[config.mk]
export PLATFORM = sky130hd
export DESIGN_NAME = idx_extremum_tracker
export DESIGN_NICKNAME = d
export VERILOG_FILES = /design/src/rtl/hx_pkg.sv /design/src/rtl/hx_cmp.sv /design/src/rtl/hx_pack.sv /design/src/rtl/idx_extremum_tracker.sv
export SDC_FILE = /design/constraint.sdc
export NUM_CORES = 1
export LEC_CHECK = 0
export BUFFER_PORTS_ARGS = -buffer_cell sky130_fd_sc_hd__buf_4
export CAP_MARGIN = 20
export CORE_ASPECT_RATIO = 0.75
export CORE_MARGIN = 2
export CORE_UTILIZATION = 50
export DETAILED_ROUTE_END_ITERATION = 8
export GPL_ROUTABILITY_DRIVEN = 0
export PLACE_DENSITY = 0.81
export SETUP_SLACK_MARGIN = 0.2
export SYNTH_ARGS = -nofsm -noshare
export SYNTH_HDL_FRONTEND = slang
export SYNTH_SLANG_ARGS = --single-unit
[constraint.sdc]
create_clock -name clk -period 2.9 [get_ports clk]
set_clock_uncertainty 0.2 [all_clocks]
set_input_delay 0.29 -clock clk [delete_from_list [all_inputs] [get_ports clk]]
set_output_delay 0.29 -clock clk [all_outputs]
set_load 0.01 [all_outputs]
[src/rtl/hx_pkg.sv]
package hx_pkg;

    typedef enum logic {
        ST_IDLE   = 1'b0,
        ST_RESULT = 1'b1
    } trk_state_e;

endpackage

[src/rtl/hx_cmp.sv]
// Halfword comparator: one operand against another, in the sense chosen by
// the search direction, with a selectable signed or unsigned interpretation.
module hx_cmp #(
    parameter int W = 16
) (
    input  logic [W-1:0] lhs,
    input  logic [W-1:0] rhs,
    input  logic         is_signed,
    input  logic         find_min,
    output logic         beats,       // lhs strictly better than rhs
    output logic         beats_or_eq  // lhs better than or equal to rhs
);
    logic signed [W:0] lhs_x;
    logic signed [W:0] rhs_x;
    logic              gt;
    logic              lt;

    always_comb begin
        lhs_x = {is_signed & lhs[W-1], lhs};
        rhs_x = {is_signed & rhs[W-1], rhs};
        gt    = lhs_x > rhs_x;
        lt    = lhs_x < rhs_x;
        if (find_min) begin
            beats       = lt;
            beats_or_eq = !gt;
        end else begin
            beats       = gt;
            beats_or_eq = !lt;
        end
    end
endmodule

[src/rtl/hx_pack.sv]
// Field update: advances the running index and installs the winning sample.
module hx_pack #(
    parameter int W = 16
) (
    input  logic [3*W-1:0] acc_fields,
    input  logic [2*W-1:0] samples,
    input  logic           lo_win,
    input  logic           hi_win,
    output logic [4*W-1:0] acc_next
);
    logic [W-1:0] run_idx;

    always_comb begin
        run_idx  = acc_fields[W-1:0];
        acc_next = '0;
        acc_next[W-1:0] = run_idx + W'(2);
        if (lo_win) begin
            acc_next[2*W-1:W]   = run_idx;
            acc_next[3*W-1:2*W] = samples[W-1:0];
        end else if (hi_win) begin
            acc_next[2*W-1:W]   = run_idx + W'(1);
            acc_next[3*W-1:2*W] = samples[2*W-1:W];
        end else begin
            acc_next[3*W-1:W]   = acc_fields[3*W-1:W];
        end
    end
endmodule

[src/rtl/idx_extremum_tracker.sv]
module idx_extremum_tracker #(
    parameter int HALF_W = 16,
    localparam int ACC_W = 4 * HALF_W,
    localparam int DAT_W = 2 * HALF_W
) (
    input  logic             clk,
    input  logic             rst,
    input  logic             in_valid,
    input  logic [ACC_W-1:0] acc_in,
    input  logic [DAT_W-1:0] data_in,
    input  logic             find_min,
    input  logic             is_signed,
    output logic             out_valid,
    output logic [ACC_W-1:0] acc_out
);
    import hx_pkg::*;

    trk_state_e       state_q;
    trk_state_e       state_d;
    logic [ACC_W-1:0] acc_q;
    logic [ACC_W-1:0] acc_d;

    logic [HALF_W-1:0] lo_s;
    logic [HALF_W-1:0] hi_s;
    logic [HALF_W-1:0] ext_v;
    logic lo_vs_hi_strict, lo_vs_hi_eq;
    logic lo_vs_ext_strict, lo_vs_ext_eq;
    logic hi_vs_ext_strict, hi_vs_ext_eq;
    logic lo_win, hi_win;

    assign lo_s  = data_in[HALF_W-1:0];
    assign hi_s  = data_in[DAT_W-1:HALF_W];
    assign ext_v = acc_in[3*HALF_W-1:2*HALF_W];

    hx_cmp #(.W(HALF_W)) u_lo_hi (
        .lhs(lo_s), .rhs(hi_s), .is_signed(is_signed), .find_min(find_min),
        .beats(lo_vs_hi_strict), .beats_or_eq(lo_vs_hi_eq)
    );

    hx_cmp #(.W(HALF_W)) u_lo_ext (
        .lhs(lo_s), .rhs(ext_v), .is_signed(is_signed), .find_min(find_min),
        .beats(lo_vs_ext_strict), .beats_or_eq(lo_vs_ext_eq)
    );

    hx_cmp #(.W(HALF_W)) u_hi_ext (
        .lhs(hi_s), .rhs(ext_v), .is_signed(is_signed), .find_min(find_min),
        .beats(hi_vs_ext_strict), .beats_or_eq(hi_vs_ext_eq)
    );

    // Low half takes ties against the high half; the high half must beat the
    // low half strictly, which is the complement of the low half's tie rule.
    assign lo_win = lo_vs_hi_eq & lo_vs_ext_strict;
    assign hi_win = !lo_vs_hi_eq & hi_vs_ext_strict;

    hx_pack #(.W(HALF_W)) u_pack (
        .acc_fields(acc_in[3*HALF_W-1:0]),
        .samples   (data_in),
        .lo_win    (lo_win),
        .hi_win    (hi_win),
        .acc_next  (acc_d)
    );

    // Next-state logic
    always_comb begin
        state_d = state_q;
        unique case (state_q)
            ST_IDLE:   state_d = in_valid ? ST_RESULT : ST_IDLE;   // take / drain
            ST_RESULT: state_d = in_valid ? ST_RESULT : ST_IDLE;   // take / drain
        endcase
    end

    // State register
    always_ff @(posedge clk) begin
        if (rst) state_q <= ST_IDLE;
        else     state_q <= state_d;
    end

    // Output process
    always_ff @(posedge clk) begin
        if (rst)           acc_q <= '0;
        else if (in_valid) acc_q <= acc_d;
    end

    assign out_valid = (state_q == ST_RESULT);
    assign acc_out   = acc_q;

endmodule

==> impl_metrics.tcl <==
set metrics [dict create \
    viasPerCell 5.75 \
    final_critical_period_ns 2.75 \
    ios 166 \
    power_switching_share_pct 34.9 \
    first_pass_iters 4 \
    number_of_instances_on_the_worst_hold_path 2 \
    finalCritPeriodShare_pct 94.8 \
    aggregate_global_route_resource_usage_pct 26.4 \
    die_h_um 82.7 \
    power.leakage_uw 0.00265 \
    postLayoutCellArea_mm2 0.00591 \
    maxCapViolCount 0 \
    netlist-cell-type-count 58 \
    ys_seq_area_share_pct 23.8 \
    drcViolationCount 0 \
    setup_tns_ns 0 \
    worst_skew_pair.late_latency_ns 0.31 \
    synthCells 516 \
    wire_length_of_the_first_global_routing_pass_um 18900 \
    clock.fmax_ghz 0.364 \
    clock_power_share_pct 23.5 \
    cp_slowest_cell "sky130_fd_sc_hd__or3_4" \
    ff_to_ff_path_depth 2 \
    worstSetupStartpoint "data_in[4]" \
    worstHoldEndpoint "acc_out[1]" \
    largest_net_degree_at_the_start_of_global_routing 33 \
    pwr-share-seq_pct 34.0 \
    combinationalPowerShare_pct 42.5 \
    share_of_async_settable_or_async_resettable_flops_after_synthesis_pct 0 \
    grt_overflow_total 0 \
    slew_viol_final 0 \
    synth_area_leader_cell "sky130_fd_sc_hd__dfxtp_1" \
    internal_power_uw 1490 \
    cts.path.max_buffers 2 \
    fin_hold_ws_ns 0.0174 \
    tritoncts "built" \
    timing.critical_path.slowest_cell_delay_ns 0.40 \
    numClockSinks 49 \
    post_route_non_filler_standard_cell_count 797 \
    post_synth.cell_area_avg_um2 8.00 \
    hold_viol 0 \
    ctsHtreeMaxLevel 2 \
    cp_num_buf_inv 3 \
    synthesis.area_mm2 0.00413 \
    final.fill_count 581 \
    insertedDiodeCount 0 \
    max_slew_margin_pct 63.3 \
    critical_path.cell_chain "buf_4, ha_4, nand4_1, nor3_2, a2111oi_2, buf_4, o21a_1, or3_4, or2_4, buf_4, o221ai_2, o21ai_1" \
    layout_common_cells "192 x sky130_fd_sc_hd__buf_4, 62 x sky130_fd_sc_hd__nand2_1, 49 x sky130_fd_sc_hd__dfxtp_1, 46 x sky130_fd_sc_hd__nor2_1, 40 x sky130_fd_sc_hd__ha_1" \
    layout.nets 842 \
    post_dp_hpwl_um 9720 \
    tritoncts.num_buffers 5 \
    r2r-end "acc_out[14]" \
    netSwitchingPower_uw 798 \
    critPathKind "in -> reg" \
    power.density_mw_per_mm2 387 \
    critical_path_arrival_ns 2.75 \
    worstSetupEndpointType "flop" \
    post_synth_main_area_contributors "sky130_fd_sc_hd__dfxtp_1 24%, sky130_fd_sc_hd__ha_1 15%, sky130_fd_sc_hd__o221ai_2 6.5%" \
    timing.critical_path.fanout_max 9 \
    placed_instance_count 782 \
    yosys_register_bits 49 \
    final_antenna_net_count 0 \
    rsz0062_at_grt "true" \
    routed-via-count 4582 \
    root_buffer "sky130_fd_sc_hd__clkbuf_8" \
    port-buffer-count 133 \
    rows 28 \
    placement.cell_area_mm2 0.00551 \
    first_global_vias 4055 \
    detail_route.iter0.violations 265 \
    critical_path_startpoint_category "input port" \
    min-delay-path-class "in -> reg" \
    worst_ir_drop_vdd_mv 0.399 \
    initial_utilization_pct 51.9 \
    timing.reg2reg.setup_slack_ns 1.94 \
    ys_dominant_reg_cell "sky130_fd_sc_hd__dfxtp_1" \
    required_ns 2.90 \
    worst_hold_startpoint "acc_in[1]" \
    core-area_mm2 0.00795 \
    worst_setup_hold_path_clk_slew_ns 0.10 \
    finalSetupViolations 0 \
    number_of_antenna_violations_at_the_first_check_in_global_routing 0 \
    worst_path_most_repeated_cell "sky130_fd_sc_hd__buf_4" \
    run_status "finished clean" \
    cts_hold_repair.buffers 0 \
    overall_die_area_mm2 0.00901 \
    chipWidth_um 109 \
    wl_um 13100 \
    yosys_warnings 0 \
    worst-slew-pin-transition_ns 0.549 \
    worstReg2RegStart "acc_out[14]" \
    layout-drive-gt1-share_pct 39.9 \
    syn_to_final_growth_pct 43.1 \
    wire_per_inst_um 16.5 \
    final_common_cell "sky130_fd_sc_hd__buf_4" \
    synth_top_area_share_pct 23.8 \
    timing.critical_path.max_delay_family "simple AND/OR/NAND/NOR gates" \
    synth-edff-count 0 \
]
[cells in the mapped netlist, drive strengths merged, types with 2 or more instances]
library cell,count
and3,7
a21o,4
buf,29
nor3,10
a21oi,21
a311oi,4
o211ai,2
and4,2
nor2b,5
nand3,13
o21ai,45
mux2i,2
nand2,62
dfxtp,49
o31ai,11
a2111oi,3
or3,7
nand4,8
nor2,47
and2,2
o221ai,21
xnor2,4
nor4,2
inv,38
o21a,3
a211oi,15
xor2,10
o22ai,7
ha,50
nand3b,2
clkbuf,16
[metrics by stage]
step / util (%) / power [µW] / setup WS [ns]
finish: 74.3 / 2290 / 0.151
global route: 74.3 / 2410 / 0.0908
CTS: 71.3 / 2220 / 0.198
detailed placement: 69.3 / 1670 / -0.261
global placement: 69.3 / 1640 / -0.118
floorplan: - / 1280 / 0.206
[kinds of logic (layout without fill, tap and decap cells)]
| logic type | Yosys count | count (layout) | share of synthesized area, % |
|---|---|---|---|
| other cells | 1 | 16 | 0.0908 |
| flops | 49 | 49 | 23.8 |
| xor+xnor | 14 | 14 | 3.15 |
| compound gates | 148 | 148 | 28.0 |
| mux | 2 | 2 | 0.485 |
| buf+inv | 83 | 244 | 10.5 |
| simple gates | 169 | 169 | 18.8 |
| fa+ha+maj | 50 | 50 | 15.2 |
[per-layer routing]
layer	vias to the layer above	share of wire [%]	global-route usage [%]
met3	18	7.7	3.38
li1	2190	-	-
met2	209	47	45.1
met1	2165	44	36.1
met5	-	0	0
met4	0	1.3	4.74
[flip-flops by register name, indices dropped and copies added (netlist names)]
signal / flops
acc_out: 48
out_valid: 1
[timing repair]
action	4_1_cts	5_1_grt
pin swaps	1	24
gates resized for setup	5	39
buffers inserted	1	6
endpoints found under the hold margin	0	0
endpoints found under the setup margin	26	32
[worst max-delay path by stage]
stage | to | cells after the start
after floorplan | acc_out[39] | 11
after global placement | acc_out[27] | 12
after detailed placement | acc_out[29] | 12
after CTS | acc_out[29] | 14
after global routing | acc_out[18] | 13
final | acc_out[35] | 12
[layout make-up]
type                    instances  area [µm²]  area share (%)
clock inverters                 2        37.5           0.635
clock buffers                   6        82.6            1.40
flip-flops and latches         49         981            16.6
well taps                     105         131            2.22
multi-input cells             399        3020            51.0
inverters                      38         143            2.41
repair buffers                198        1520            25.7
[power groups by stage]
| stage | sequential (µW) | clock, µW | combinational [µW] |
|---|---|---|---|
| after floorplan | 821 | 0 | 457 |
| after global placement | 791 | 0 | 849 |
| after detailed placement | 793 | 0 | 878 |
| after CTS | 778 | 549 | 894 |
| after global routing | 786 | 572 | 1050 |
| final | 779 | 537 | 973 |
Note: power is estimated with default switching activity, not from simulation.
